### src/rtl/smbus_tmo_pkg.sv
package smbus_tmo_pkg;

    typedef enum logic [1:0] {
        ADDR_PER_LOW  = 2'd0,
        ADDR_PER_HIGH = 2'd1,
        ADDR_CTRL     = 2'd2,
        ADDR_STATUS   = 2'd3
    } reg_addr_e;

    typedef struct packed {
        logic high2_ie;
        logic glob_ie;
    } ctrl_t;

    localparam int N_MON    = 3;
    localparam int MON_LOW  = 0;
    localparam int MON_IDLE = 1;
    localparam int MON_HOLD = 2;

    function automatic logic mon_cond(input int kind, input logic scl, input logic sda);
        logic c;
        case (kind)
            MON_LOW:  c = !scl;
            MON_IDLE: c = scl && sda;
            default:  c = scl && !sda;
        endcase
        return c;
    endfunction

    function automatic logic uses_low_period(input int kind);
        return kind == MON_LOW;
    endfunction

endpackage

### src/rtl/smbus_tmo_regs.sv
module smbus_tmo_regs
    import smbus_tmo_pkg::*;
#(
    parameter int CNT_W = 16
) (
    input  logic             clk,
    input  logic             rst,
    input  logic             wr_en,
    input  logic [1:0]       wr_addr,
    input  logic [CNT_W-1:0] wr_data,
    output logic [CNT_W-1:0] per_low,
    output logic [CNT_W-1:0] per_high,
    output ctrl_t            ctrl,
    output logic             clr_low,
    output logic             clr_hold
);
    reg_addr_e addr;
    assign addr = reg_addr_e'(wr_addr);

    always_ff @(posedge clk) begin
        if (rst) begin
            per_low  <= '0;
            per_high <= '0;
            ctrl     <= '0;
        end else if (wr_en) begin
            case (addr)
                ADDR_PER_LOW:  per_low  <= wr_data;
                ADDR_PER_HIGH: per_high <= wr_data;
                ADDR_CTRL:     ctrl     <= ctrl_t'(wr_data[1:0]);
                default: ;
            endcase
        end
    end

    always_comb begin
        clr_low  = wr_en && (addr == ADDR_STATUS) && wr_data[0];
        clr_hold = wr_en && (addr == ADDR_STATUS) && wr_data[1];
    end

    p_reset_clears_r10: assert property (@(posedge clk)
        rst |=> (per_low == '0 && per_high == '0 && ctrl == '0));

endmodule

### src/rtl/smbus_tmo_counter.sv
module smbus_tmo_counter #(
    parameter int CNT_W = 16
) (
    input  logic             clk,
    input  logic             rst,
    input  logic             cond,
    input  logic [CNT_W-1:0] period,
    output logic             hit_o
);
    logic [CNT_W-1:0] cnt;
    logic             enabled;

    assign enabled = (period != '0);
    assign hit_o   = enabled && cond && (cnt == period - 1'b1);

    always_ff @(posedge clk) begin
        if (rst || !cond || !enabled) begin
            cnt <= '0;
        end else if (cnt != period) begin
            cnt <= cnt + 1'b1;
        end
    end

    p_restart_r6: assert property (@(posedge clk) disable iff (rst)
        !cond |=> (cnt == '0));

    p_no_rehit_r7: assert property (@(posedge clk) disable iff (rst)
        (hit_o && $stable(period)) ##1 $stable(period) |-> !hit_o);

    p_zero_off_r8: assert property (@(posedge clk) disable iff (rst)
        (period == '0) |=> (cnt == '0));

endmodule

### src/rtl/smbus_tmo_flags.sv
module smbus_tmo_flags
    import smbus_tmo_pkg::*;
(
    input  logic             clk,
    input  logic             rst,
    input  logic [N_MON-1:0] hit,
    input  logic             idle_cond,
    input  logic             clr_low,
    input  logic             clr_hold,
    input  ctrl_t            ctrl,
    output logic             flag_low,
    output logic             flag_idle,
    output logic             flag_hold,
    output logic             irq
);
    always_ff @(posedge clk) begin
        if (rst) begin
            flag_low  <= 1'b0;
            flag_idle <= 1'b0;
            flag_hold <= 1'b0;
        end else begin
            flag_low  <= hit[MON_LOW]  || (flag_low  && !clr_low);
            flag_hold <= hit[MON_HOLD] || (flag_hold && !clr_hold);
            flag_idle <= idle_cond && (hit[MON_IDLE] || flag_idle);
        end
    end

    assign irq = ctrl.glob_ie && (flag_low || (ctrl.high2_ie && flag_hold));

    p_idle_selfclear_r3: assert property (@(posedge clk) disable iff (rst)
        !idle_cond |=> !flag_idle);

    p_irq_source_r4: assert property (@(posedge clk) disable iff (rst)
        irq |-> (flag_low || flag_hold));

    p_low_sticky_r2: assert property (@(posedge clk) disable iff (rst)
        (flag_low && !clr_low) |=> flag_low);

    p_hold_sticky_r5: assert property (@(posedge clk) disable iff (rst)
        (flag_hold && !clr_hold) |=> flag_hold);

    p_gate_r9: assert property (@(posedge clk) disable iff (rst)
        !ctrl.glob_ie |-> !irq);

endmodule

### src/rtl/smbus_tmo_det.sv
module smbus_tmo_det
    import smbus_tmo_pkg::*;
#(
    parameter int CNT_W = 16
) (
    input  logic             clk,
    input  logic             rst,
    input  logic             scl_i,
    input  logic             sda_i,
    input  logic             wr_en,
    input  logic [1:0]       wr_addr,
    input  logic [CNT_W-1:0] wr_data,
    output logic             flag_low_o,
    output logic             flag_idle_o,
    output logic             flag_high2_o,
    output logic             irq_o
);
    logic [CNT_W-1:0] per_low;
    logic [CNT_W-1:0] per_high;
    ctrl_t            ctrl;
    logic             clr_low;
    logic             clr_hold;
    logic [N_MON-1:0] hit;
    logic [N_MON-1:0] cond;

    smbus_tmo_regs #(.CNT_W(CNT_W)) u_regs (
        .clk      (clk),
        .rst      (rst),
        .wr_en    (wr_en),
        .wr_addr  (wr_addr),
        .wr_data  (wr_data),
        .per_low  (per_low),
        .per_high (per_high),
        .ctrl     (ctrl),
        .clr_low  (clr_low),
        .clr_hold (clr_hold)
    );

    for (genvar i = 0; i < N_MON; i++) begin : g_mon
        assign cond[i] = mon_cond(i, scl_i, sda_i);
        smbus_tmo_counter #(.CNT_W(CNT_W)) u_cnt (
            .clk    (clk),
            .rst    (rst),
            .cond   (cond[i]),
            .period (uses_low_period(i) ? per_low : per_high),
            .hit_o  (hit[i])
        );
    end

    smbus_tmo_flags u_flags (
        .clk       (clk),
        .rst       (rst),
        .hit       (hit),
        .idle_cond (cond[MON_IDLE]),
        .clr_low   (clr_low),
        .clr_hold  (clr_hold),
        .ctrl      (ctrl),
        .flag_low  (flag_low_o),
        .flag_idle (flag_idle_o),
        .flag_hold (flag_high2_o),
        .irq       (irq_o)
    );

    p_low_from_scl_r1: assert property (@(posedge clk) disable iff (rst)
        $rose(flag_low_o) |-> $past(!scl_i));

endmodule

### config.mk
export PLATFORM = sky130hd
export DESIGN_NAME = smbus_tmo_det
export DESIGN_NICKNAME = d
export VERILOG_FILES = /design/src/rtl/smbus_tmo_pkg.sv /design/src/rtl/smbus_tmo_regs.sv /design/src/rtl/smbus_tmo_counter.sv /design/src/rtl/smbus_tmo_flags.sv /design/src/rtl/smbus_tmo_det.sv
export SDC_FILE = /design/constraint.sdc
export NUM_CORES = 1
export LEC_CHECK = 0
export ABC_AREA = 1
export BUFFER_PORTS_ARGS = -buffer_cell sky130_fd_sc_hd__buf_2
export CAP_MARGIN = 20
export CORE_MARGIN = 4
export CORE_UTILIZATION = 45
export DETAILED_ROUTE_END_ITERATION = 6
export PLACE_DENSITY = 0.71
export SYNTH_ARGS = -nofsm -noshare
export SYNTH_HDL_FRONTEND = slang
export SYNTH_HIERARCHICAL = 1
export SYNTH_SLANG_ARGS = --single-unit
### constraint.sdc
create_clock -name clk -period 4.5 [get_ports clk]
set_input_delay 1.125 -clock clk [delete_from_list [all_inputs] [get_ports clk]]
set_output_delay 1.125 -clock clk [all_outputs]
set_load 0.1 [all_outputs]
==> flow_summary_export.csv <==
group,metric,value,unit
status,status,"complete, no violations",
timing,fmax,417,MHz
setup_path,critical_path_arrival,1.27,ns
clock_tree,cts-hold-fix-buffers,0,
clock_tree,cts_root_buf,"sky130_fd_sc_hd__clkbuf_16",
synth,ys_ff_latch,85,
global_route,gr-usage-all-layers,0.198,
setup_path,r2r_startpoint,"u_regs/per_high[0]$_SDFFE_PP0P_",
power_and_ir_drop,power.total,2.06,mW
timing,clock_skews,0.00961,ns
global_route,grt.overflow.total,0,
timing,report.final.setup_viol,0,
routing,dr_wl_met2,7.43,mm
synth,synth.area.top_cells,"sky130_fd_sc_hd__dfxtp_1 (25%), sky130_fd_sc_hd__nand2_1 (20%), sky130_fd_sc_hd__nor2_1 (10%)",
timing,grt_setup_unrepaired,"no",
power_and_ir_drop,total_leakage_power,3.37,nW
clock_tree,cts_buffer_depth,2,
synth,post_synth.cell_area_avg,5.94,sq um
synth,cell_count_after_synthesis,1149,
global_route,number_of_antenna_violations_at_the_first_check_in_global_routing,0,
layout,fill_cells,1502,
synth,asyncSetResetFlopFracSynth,0,
setup_path,worst-r2r-setup-slack,2.29,ns
floorplan,dieArea,0.0172,sq mm
synth,yosysSeqAreaShare,0.249,
synth,post_syn_nets,1178,
layout,seq_area,0.00170,sq mm
timing,final-hold-violation-count,0,
setup_path,worstPathCellList,"a21oi_1, nor2_1, buf_2",
clock_tree,clk_pin_slew_worst_paths,0.07,ns
timing,layout_min_cycle_time,2.40,ns
floorplan,fp-row-count,44,
clock_tree,cts_made_buffers,9,
layout,nNetsFinal,1188,
routing,route.final.wire_length,17.0,mm
timing,final_max_slew_viol_count,0,
floorplan,core_region_area,0.0147,sq mm
min_path,holdPathEnd,"u_flags/flag_low$_SDFF_PP0_",
job,timing.max_cap.violations,0,
timing,setup_tns_after_final_layout,0,ns
floorplan,ioPinCount,27,
routing,drtAntennaViolNets,0,
clock_tree,insertion_delay,0.35,ns
setup_path,r2r-end,"g_mon[1].u_cnt/cnt[8]$_SDFFE_PP0P_",
clock_tree,clkSinkCount,85,
setup_path,timing_worst_setup_path_type,"flop to output port",
power_and_ir_drop,power_per_cell_area,283,mW/mm^2
min_path,hold_path.class,"flop to flop",
synth,synth-warning-count,6,
setup_path,crit_fanout,3,
timing,max_slew.worst_pin.slew,0.962,ns
min_path,timing.hold.worst.start,"u_flags/flag_low$_SDFF_PP0_",
min_path,hold_path_depth,2,
clock_tree,cts_setup_buffers,0,
setup_path,critPathMaxStageDelay,0.42,ns
power_and_ir_drop,peakVddDrop,0.216,mV
place,dp_hpwl,12.8,mm
setup_path,critical_path.slowest_cell,"sky130_fd_sc_hd__buf_2",
place,place.port_buffers,26,
setup_path,worstPathRequired,3.38,ns
routing,drt_iter0_drc,531,
timing,final.setup.worst_slack,2.10,ns
timing,post-route-period-util,0.533,
global_route,first_pass_grt_wire_length,28.7,mm
floorplan,start_util,0.464,
global_route,first_global_vias,5970,
routing,detail_route.wirelength.met1,8.51,mm
clock_tree,tritoncts,"done",
layout,synthToLayoutAreaGrowth,6.64,%
synth,number_of_enable_flip_flop_cells_after_synthesis,0,
routing,drc_errors,0,
routing,firstDrtPassIters,5,
setup_path,critical_path.n_buffers_inverters,1,
synth,synthDominantCellAreaShare,0.249,
routing,route.detailed.wl_per_inst,12.6,microns
floorplan,die_h,131,microns
routing,topRoutingLayerUsed,"met4",
layout,n_antenna_cell,0,
floorplan,die_w,131,microns
setup_path,critical_path.startpoint_type,"flop",
setup_path,r2r_cells,7,
place,dpl_worst_slack,1.90,ns
clock_tree,htree_num_levels,3,
synth,ys_types,30,
synth,post_synthesis_cell_area,0.00682,sq mm
routing,met3_wirelength,777,microns
routing,route.vias.total,6816,
global_route,grt_start_max_net_pins,36,
synth,synth-main-ff-cell,"sky130_fd_sc_hd__dfxtp_1",
place,gpl.final_weighted_congestion,0.873,
layout,drive_above_1_share,0.0790,
setup_path,crit_path_end_kind,"output port",
setup_path,critPathTopFamily,"buffers and inverters",
timing,timing.slew.headroom,0.355,
clock_tree,post_cts_resized,0,
routing,vias_per_cell,5.06,
synth,synth_top_cell_by_area,"sky130_fd_sc_hd__dfxtp_1",
layout,area_taken_by_multi_input_logic_gates,0.00437,sq mm
[layout by cell type (no fill, tap or decap), types with 6 or more instances in the layout]
cell,count
sky130_fd_sc_hd__nand2_2,9
sky130_fd_sc_hd__buf_2,26
sky130_fd_sc_hd__nand4_1,12
sky130_fd_sc_hd__xor2_1,45
sky130_fd_sc_hd__a21oi_2,9
sky130_fd_sc_hd__nor2_2,8
sky130_fd_sc_hd__nand2_1,355
sky130_fd_sc_hd__nand3_1,123
sky130_fd_sc_hd__nand3b_1,6
sky130_fd_sc_hd__clkbuf_16,9
sky130_fd_sc_hd__inv_1,141
sky130_fd_sc_hd__o21ai_0,10
sky130_fd_sc_hd__ha_1,6
sky130_fd_sc_hd__xnor2_2,12
sky130_fd_sc_hd__dfxtp_1,85
sky130_fd_sc_hd__nor2_1,188
sky130_fd_sc_hd__nor3_1,18
sky130_fd_sc_hd__a21oi_1,64
sky130_fd_sc_hd__xnor2_1,12
[synth_stat cells (6+ instances only)]
master,number
sky130_fd_sc_hd__a21oi_1,64
sky130_fd_sc_hd__a21oi_2,9
sky130_fd_sc_hd__buf_2,9
sky130_fd_sc_hd__buf_6,8
sky130_fd_sc_hd__clkbuf_1,6
sky130_fd_sc_hd__dfxtp_1,85
sky130_fd_sc_hd__ha_1,6
sky130_fd_sc_hd__inv_1,141
sky130_fd_sc_hd__nand2_1,355
sky130_fd_sc_hd__nand2_2,9
sky130_fd_sc_hd__nand3_1,123
sky130_fd_sc_hd__nand3b_1,6
sky130_fd_sc_hd__nand4_1,12
sky130_fd_sc_hd__nor2_1,188
sky130_fd_sc_hd__nor2_2,8
sky130_fd_sc_hd__nor3_1,18
sky130_fd_sc_hd__o21ai_0,10
sky130_fd_sc_hd__xnor2_1,12
sky130_fd_sc_hd__xnor2_2,12
sky130_fd_sc_hd__xor2_1,45
[flip-flops by register name, summed over array words and instances, names as in the netlist]
register,flops
u_regs/per_high,16
u_regs/per_low,16
u_flags/flag_hold,1
u_flags/flag_idle,1
g_mon.u_cnt/cnt,48
u_flags/flag_low,1
u_regs/ctrl,2
[how the worst max path moves through the flow]
stage	start	to	slack [ns]	depth (start not counted)
6_report	u_flags/flag_hold$_SDFF_PP0_	irq_o	2.10	3
5_1_grt	u_flags/flag_hold$_SDFF_PP0_	irq_o	2.01	3
4_1_cts	u_flags/flag_hold$_SDFF_PP0_	irq_o	2.09	3
3_5_place_dp	wr_addr[1]	u_regs/per_low[5]$_SDFFE_PP0P_	1.90	5
3_3_place_gp	rst	u_regs/per_low[4]$_SDFFE_PP0P_	2.00	4
2_1_floorplan	u_flags/flag_hold$_SDFF_PP0_	irq_o	1.00	2
[report_power, final]
| group | internal [mW] | total [mW] | switching, mW |
|---|---|---|---|
| Sequential | 0.770 | 0.813 | 0.0430 |
| Combinational | 0.163 | 0.503 | 0.340 |
| Clock | 0.390 | 0.745 | 0.355 |
[per-stage QoR]
step	std cells	cell area, sq um	utilization	hold slack [ns]
after floorplan	1149	6820	-	0.474
after global placement	1331	6970	0.474	0.485
after detailed placement	1331	6970	0.474	0.499
after CTS	1347	7260	0.494	0.508
after global routing	1348	7280	0.495	0.521
final	1348	7280	0.495	0.512
[kinds of logic (layout without fill, tap and decap cells)]
family | after synthesis | in the layout | synth area share
simple gates | 732 | 732 | 0.458
buf+inv | 171 | 186 | 0.111
compound gates | 86 | 86 | 0.0691
flops | 85 | 85 | 0.249
xor+xnor | 69 | 69 | 0.102
fa+ha+maj | 6 | 6 | 0.0110
[worst register-to-register path, cell delays in order, from the launching register on]
cell	delay [ns]
sky130_fd_sc_hd__dfxtp_1	0.53
sky130_fd_sc_hd__inv_1	0.16
sky130_fd_sc_hd__ha_1	0.29
sky130_fd_sc_hd__nand2_1	0.12
sky130_fd_sc_hd__nor2_1	0.06
sky130_fd_sc_hd__a21boi_0	0.23
sky130_fd_sc_hd__nand2_1	0.45
sky130_fd_sc_hd__a21oi_1	0.27
[routing by layer]
metal	GRT usage	vias up
met3	0.0245	20
met5	0	-
met4	0.0688	0
met1	0.279	3040
met2	0.312	149
li1	-	3607
[area by class of cell]
cell class                 count  share of cell area
tap                          184              0.0316
clock inverter                 7             0.00963
clock buffer                   9              0.0309
inverter                     143              0.0738
multi-input combinational    893               0.600
sequential                    85               0.234
timing repair buffer          27              0.0199
No activity file was read; power rests on OpenSTA's default activity.
